### config.mk
export PLATFORM = sky130hd
export DESIGN_NAME = fp_class_tester
export DESIGN_NICKNAME = d
export VERILOG_FILES = /design/src/rtl/fpc_pkg.sv /design/src/rtl/fpc_mask_extract.sv /design/src/rtl/fpc_lane_classify.sv /design/src/rtl/fpc_out_reg.sv /design/src/rtl/fp_class_tester.sv
export SDC_FILE = /design/constraint.sdc
export NUM_CORES = 1
export LEC_CHECK = 0
export ABC_CLOCK_PERIOD_IN_PS = 900
export BUFFER_PORTS_ARGS = -buffer_cell sky130_fd_sc_hd__buf_4
export CAP_MARGIN = 25
export CELL_PAD_IN_SITES_DETAIL_PLACEMENT = 0
export CELL_PAD_IN_SITES_GLOBAL_PLACEMENT = 1
export CORE_UTILIZATION = 37
export CTS_CLUSTER_DIAMETER = 200
export DETAILED_ROUTE_END_ITERATION = 10
export PLACE_DENSITY_LB_ADDON = 0.2
export SYNTH_ARGS = -nofsm -noshare
export SYNTH_HDL_FRONTEND = slang
export SYNTH_HIERARCHICAL = 1
export SYNTH_SLANG_ARGS = --single-unit
### constraint.sdc
create_clock -name clk_i -period 0.9 [get_ports clk_i]
set_input_delay 0.045 -clock clk_i [delete_from_list [all_inputs] [get_ports clk_i]]
set_output_delay 0.045 -clock clk_i [all_outputs]
set_load 0.005 [all_outputs]
### src/rtl/fpc_pkg.sv
package fpc_pkg;
  localparam int unsigned INSN_W = 32;
  localparam int unsigned MASK_W = 7;

  // instruction field positions of the class mask
  localparam int unsigned INSN_LO_POS  = 16;
  localparam int unsigned INSN_LO_W    = 5;
  localparam int unsigned INSN_B5_POS  = 2;
  localparam int unsigned INSN_B6_POS  = 6;

  // mask bit indices; +/- pairs are adjacent with the positive bit above
  localparam int unsigned MB_DEN_NEG  = 0;
  localparam int unsigned MB_DEN_POS  = 1;
  localparam int unsigned MB_ZERO_NEG = 2;
  localparam int unsigned MB_ZERO_POS = 3;
  localparam int unsigned MB_INF_NEG  = 4;
  localparam int unsigned MB_INF_POS  = 5;
  localparam int unsigned MB_NAN      = 6;

  typedef logic [MASK_W-1:0] class_mask_t;

  typedef enum logic [2:0] {
    CLS_NORMAL = 3'd0,
    CLS_NAN    = 3'd1,
    CLS_INF    = 3'd2,
    CLS_ZERO   = 3'd3,
    CLS_DENORM = 3'd4
  } fp_class_e;
endpackage

### src/rtl/fpc_mask_extract.sv
module fpc_mask_extract
  import fpc_pkg::*;
(
  input  logic [INSN_W-1:0] insn_i,
  output class_mask_t       mask_o
);
  always_comb begin
    mask_o = '0;
    mask_o[INSN_LO_W-1:0] = insn_i[INSN_LO_POS +: INSN_LO_W];
    mask_o[MB_INF_POS]    = insn_i[INSN_B5_POS];
    mask_o[MB_NAN]        = insn_i[INSN_B6_POS];
  end
endmodule

### src/rtl/fpc_lane_classify.sv
module fpc_lane_classify
  import fpc_pkg::*;
#(
  parameter int unsigned EXP_W  = 8,
  parameter int unsigned FRAC_W = 23,
  localparam int unsigned ELEM_W = EXP_W + FRAC_W + 1
) (
  input  logic [ELEM_W-1:0] elem_i,
  input  class_mask_t       mask_i,
  output logic              hit_o
);
  logic              sign;
  logic [EXP_W-1:0]  expo;
  logic [FRAC_W-1:0] frac;
  logic              exp_ones, exp_zero, frac_nz;
  fp_class_e         cls;

  assign sign     = elem_i[ELEM_W-1];
  assign expo     = elem_i[FRAC_W +: EXP_W];
  assign frac     = elem_i[FRAC_W-1:0];
  assign exp_ones = &expo;
  assign exp_zero = ~|expo;
  assign frac_nz  = |frac;

  // priority: NaN, infinity, zero, denormal
  always_comb begin
    if (exp_ones && frac_nz)       cls = CLS_NAN;
    else if (exp_ones)             cls = CLS_INF;
    else if (exp_zero && !frac_nz) cls = CLS_ZERO;
    else if (exp_zero)             cls = CLS_DENORM;
    else                           cls = CLS_NORMAL;
  end

  always_comb begin
    unique case (cls)
      CLS_NAN:    hit_o = mask_i[MB_NAN];
      CLS_INF:    hit_o = sign ? mask_i[MB_INF_NEG]  : mask_i[MB_INF_POS];
      CLS_ZERO:   hit_o = sign ? mask_i[MB_ZERO_NEG] : mask_i[MB_ZERO_POS];
      CLS_DENORM: hit_o = sign ? mask_i[MB_DEN_NEG]  : mask_i[MB_DEN_POS];
      default:    hit_o = 1'b0;
    endcase
  end

  // a finite element with a live exponent never hits
  always_comb begin
    if (!exp_ones && !exp_zero) begin
      p_normal_nohit_r9: assert (!hit_o);
    end
  end
endmodule

### src/rtl/fpc_out_reg.sv
module fpc_out_reg #(
  parameter int unsigned DATA_W = 128
) (
  input  logic              clk_i,
  input  logic              rst_ni,
  input  logic              valid_i,
  input  logic [DATA_W-1:0] data_i,
  output logic              valid_o,
  output logic [DATA_W-1:0] data_o
);
  always_ff @(posedge clk_i or negedge rst_ni) begin
    if (!rst_ni) begin
      valid_o <= 1'b0;
      data_o  <= '0;
    end else begin
      valid_o <= valid_i;
      if (valid_i) data_o <= data_i;
    end
  end

  p_valid_lat_r11: assert property (@(posedge clk_i) disable iff (!rst_ni)
    valid_i |=> valid_o);
  p_no_spurious_valid_r11: assert property (@(posedge clk_i) disable iff (!rst_ni)
    !valid_i |=> !valid_o);
  p_hold_r12: assert property (@(posedge clk_i) disable iff (!rst_ni)
    !valid_i |=> $stable(data_o));
endmodule

### src/rtl/fp_class_tester.sv
module fp_class_tester
  import fpc_pkg::*;
#(
  parameter int unsigned VEC_W     = 128,
  parameter int unsigned SP_EXP_W  = 8,
  parameter int unsigned SP_FRAC_W = 23,
  parameter int unsigned DP_EXP_W  = 11,
  parameter int unsigned DP_FRAC_W = 52
) (
  input  logic              clk_i,
  input  logic              rst_ni,
  input  logic              valid_i,
  input  logic              dp_sel_i,
  input  logic [31:0]       insn_i,
  input  logic [VEC_W-1:0]  vec_i,
  output logic              valid_o,
  output logic [VEC_W-1:0]  result_o
);
  localparam int unsigned SP_W     = SP_EXP_W + SP_FRAC_W + 1;
  localparam int unsigned DP_W     = DP_EXP_W + DP_FRAC_W + 1;
  localparam int unsigned SP_LANES = VEC_W / SP_W;
  localparam int unsigned DP_LANES = VEC_W / DP_W;

  class_mask_t         mask;
  logic [SP_LANES-1:0] sp_hit;
  logic [DP_LANES-1:0] dp_hit;
  logic [VEC_W-1:0]    sp_res, dp_res, res_d;

  fpc_mask_extract u_mask (
    .insn_i (insn_i),
    .mask_o (mask)
  );

  for (genvar i = 0; i < SP_LANES; i++) begin : g_sp
    fpc_lane_classify #(.EXP_W(SP_EXP_W), .FRAC_W(SP_FRAC_W)) u_cls (
      .elem_i (vec_i[i*SP_W +: SP_W]),
      .mask_i (mask),
      .hit_o  (sp_hit[i])
    );
    assign sp_res[i*SP_W +: SP_W] = {SP_W{sp_hit[i]}};
  end

  for (genvar j = 0; j < DP_LANES; j++) begin : g_dp
    fpc_lane_classify #(.EXP_W(DP_EXP_W), .FRAC_W(DP_FRAC_W)) u_cls (
      .elem_i (vec_i[j*DP_W +: DP_W]),
      .mask_i (mask),
      .hit_o  (dp_hit[j])
    );
    assign dp_res[j*DP_W +: DP_W] = {DP_W{dp_hit[j]}};
  end

  assign res_d = dp_sel_i ? dp_res : sp_res;

  fpc_out_reg #(.DATA_W(VEC_W)) u_out (
    .clk_i   (clk_i),
    .rst_ni  (rst_ni),
    .valid_i (valid_i),
    .data_i  (res_d),
    .valid_o (valid_o),
    .data_o  (result_o)
  );

  // every single-width chunk of the output is uniform
  logic [SP_LANES-1:0] chunk_ok;
  for (genvar k = 0; k < SP_LANES; k++) begin : g_chk
    assign chunk_ok[k] = (&result_o[k*SP_W +: SP_W]) || !(|result_o[k*SP_W +: SP_W]);
  end

  p_lane_fill_r3: assert property (@(posedge clk_i) disable iff (!rst_ni)
    valid_o |-> &chunk_ok);
  p_zero_mask_r4: assert property (@(posedge clk_i) disable iff (!rst_ni)
    (valid_i && insn_i[20:16] == '0 && !insn_i[2] && !insn_i[6]) |=> result_o == '0);
  p_dp_pair_r2: assert property (@(posedge clk_i) disable iff (!rst_ni)
    (valid_i && dp_sel_i) |=> (result_o[63:32] == result_o[31:0]) &&
                              (result_o[127:96] == result_o[95:64]));
endmodule

==> run summary <==
### Timing
• unrepaired setup endpoints after global routing: yes
• Worst Skew: 0 ns
• slew at the pin closest to its max-slew limit: 0.6346 ns
• smallest setup slack after layout: -1.017 ns
• number of pins with negative max-slew slack in the final report: 0
• peak clock frequency supported by timing: 521.6 MHz
• worst hold-check slack: 0.08102 ns
• shortest period the worst path allows: 1.917 ns
• final number of hold-violating endpoints: 0
• tightest slew margin relative to the limit: 56.48%
• number of setup violations in the final report: 257
• fraction of the cycle the final worst path needs: 213.0%

### Drt
• top routing layer in use: met4
• met3 routed WL: 1123 um
• vias per cell: 5.219
• number of detailed-route iterations in the first pass: 4
• Iter 0 DRT Violations: 204
• routed length on met1: 8964 um
• count of unresolved DRC violations after routing: 0
• number of routed nets with antenna violations: 0
• mean routed wirelength per cell: 20.62 um
• Met2 Wirelength: 11620 um
• routed wire length: 22120 um
• overall via count from detail_route: 5600

### Synth
• synthesis warning total: 6
• dominant cell type by area after synthesis: sky130_fd_sc_hd__dfrtp_1
• FFs w/ async S/R, synth: 100.0%
• synthesized area divided by synthesized cell count: 13.70 um2
• largest cells by area after synthesis: sky130_fd_sc_hd__dfrtp_1 (54%), sky130_fd_sc_hd__mux2_2 (26%), sky130_fd_sc_hd__nor4_1 (5.0%)
• sequential-to-total area share from yosys stat: 53.79%
• multiplexer share of the synthesized area: 29.23%
• simple logic cell fraction of the synthesized area: 12.30%
• area share of the leading cell type in the synthesized netlist: 53.79%
• leading register cell type out of synthesis: sky130_fd_sc_hd__dfrtp_1
• share of synthesized cell area in full adder, half adder and majority cells: 0%
• Syn Std Cell Area: 6001 um2
• total of flip-flops plus latches after synthesis: 129
• XOR/XNOR Fraction of Synth Area: 0%
• compound-cell area share of the yosys netlist: 0.8340%
• main combinational cell family by area after synthesis: multiplexers
• cell count after synthesis: 438
• Net Count, Synth: 602
• number of flops mapped to enable cells by yosys: 0
• count of different cell masters after synthesis: 18

### Global route
• first-pass GRT wire length: 30160 um
• number of antenna violations at the first check in global routing: 0
• aggregate global-route resource usage: 23.79%
• via count of the first global-routing pass: 5799
• maximum number of pins on one net before global-route repair: 62
• leftover overflow at the end of global routing: 0

### Clock tree
• clk slew on worst S/H paths: 0.06 ns
• clock latency at the later pin of the worst-skew pair: 0.40 ns
• buffer cell driving the clock tree root: sky130_fd_sc_hd__clkbuf_16
• CTS tree: done
• Clock Path Buffers: 2
• TritonCTS Buffers: 17
• total clock sinks: 129
• number of H-tree levels: 4

### Run status
• failing checks: negative setup slack
• outcome: finished, violations left

### Power
• power density normalized to cell area: 1314 nW/um2
• Leak: 5.574 nW
• Max rail drop VDD: 0.001245 V
• sum of internal, switching and leakage power: 0.01463 W

### Run
• max_cap viols: 0

### Setup path
• worst-path fanout max: 8
• critical path startpoint category: input pin
• data arrival time of the critical path: 2.20 ns
• kind of capture point of the worst setup path: flip-flop
• critical path start-end classification: input pin to flip-flop
• endpoint required time on the critical path: 1.18 ns

### Placed design
• HPWL after detailed placement: 13410 um
• weighted congestion reported at the end of routability-driven placement: 0.9193
• instance area after placement: 8743 um2
• number of buffers added on ports: 267

### Floorplanning
• core area: 15890 um2
• chip width: 129.4 um
• number of cell rows: 46
• Die Y-Extent: 129.4 um
• total I/O pin count: 293
• initial cell density of the core: 37.78%
• die outline area: 16730 um2

### Final layout
• area used by multi-input combinational logic: 3443 um2
• most frequent cells in the layout: sky130_fd_sc_hd__buf_4 (246), sky130_fd_sc_hd__buf_6 (142), sky130_fd_sc_hd__dfrtp_1 (129)
• storage element area: 3228 um2
• most common library cell in the layout ignoring fill and taps: sky130_fd_sc_hd__buf_4
• final net count: 1008
• post-route standard cell area excluding fillers: 11130 um2
• number of filler instances in the final layout: 1120
• fraction of layout instances using a drive strength above 1: 72.00%
• number of diodes: 0
• synthesis-to-layout area growth: 85.55%

### Min path
• HP Class: input pin to flip-flop

## path summary, 6_finish.rpt
path | startpoint | to | slack (ns) | depth (start not counted)
setup / recovery | vec_i[9] | u_out/data_o[44] | -1.02 | 8
hold / removal | valid_i | u_out/data_o[111] | 0.08 | 2
setup reg to reg | u_out/data_o[114] | u_out/data_o[114] | -0.06 | 2
hold reg to reg | u_out/data_o[31] | u_out/data_o[31] | 0.53 | 1
max in group asynchronous | rst_ni | u_out/data_o[79] | 0.35 | 3
min in group asynchronous | rst_ni | u_out/data_o[98] | 0.23 | 3
## state kept, by name, summed over array words and instances, names as in the netlist
signal         count
u_out/data_o     128
u_out/valid_o      1
## critical path, stage by stage
cell and delay (ns):
sky130_fd_sc_hd__buf_4 0.13, sky130_fd_sc_hd__nor4_4 0.27, sky130_fd_sc_hd__nand4_1 0.20, sky130_fd_sc_hd__nor4_4 0.43, sky130_fd_sc_hd__mux2i_2 0.31, sky130_fd_sc_hd__o21ai_4 0.15, sky130_fd_sc_hd__mux2_4 0.36, sky130_fd_sc_hd__mux2_2 0.30
## layer usage
layer  global-route usage, %  up-vias
li1                        -     2515
met1                   28.88     2838
met2                   41.49      208
met3                   5.244       39
met4                   8.512        0
met5                       0        -
## where the power goes
part           switching [W]  internal [W]  total [W]
clock                0.00261       0.00447    0.00708
sequential         0.0000139       0.00582    0.00583
combinational       0.000778      0.000933    0.00171
total                0.00341        0.0112     0.0146
## what timing repair did
action	CTS	global route
gates cloned	6	6
buffers inserted	26	30
endpoints found under the hold margin	129	0
pin swaps	0	5
gates resized for setup	170	128
hold buffers	1	0
endpoints found under the setup margin	257	257
## stage by stage
step,util [%],setup slack (ns),cells,TNS [ns]
after floorplan,-,-0.8698,438,-111.31
after global routing,70.09,-1.087,1073,-137.38
after global placement,55.04,-1.239,972,-155.29
after CTS,64.96,-0.8832,1037,-117.64
after detailed placement,55.04,-1.318,972,-163.46
final,70.09,-1.017,1073,-125.01
## final cells by class
type,count,share of cell area [%]
multi-input cells,300,30.92
flip-flops and latches,129,28.99
repair buffers,396,32.12
clock inverters,14,1.596
clock buffers,18,3.944
well taps,216,2.427
## cells in the mapped netlist (6+ instances only)
master	number
sky130_fd_sc_hd__nor2_1	10
sky130_fd_sc_hd__buf_6	6
sky130_fd_sc_hd__mux2_2	138
sky130_fd_sc_hd__nand4_1	22
sky130_fd_sc_hd__nor4_1	48
sky130_fd_sc_hd__nor3_1	14
sky130_fd_sc_hd__nand2_1	6
sky130_fd_sc_hd__buf_4	7
sky130_fd_sc_hd__mux2i_1	20
sky130_fd_sc_hd__dfrtp_1	129
sky130_fd_sc_hd__a21oi_1	8
sky130_fd_sc_hd__clkbuf_8	8
## kinds of logic after synthesis
kind of cell	Yosys count
AOI/OAI and AO/OA	10
buffers and inverters	21
muxes	158
DFF	129
and+or+nand+nor	120
Note: power is estimated with default switching activity, not from simulation.
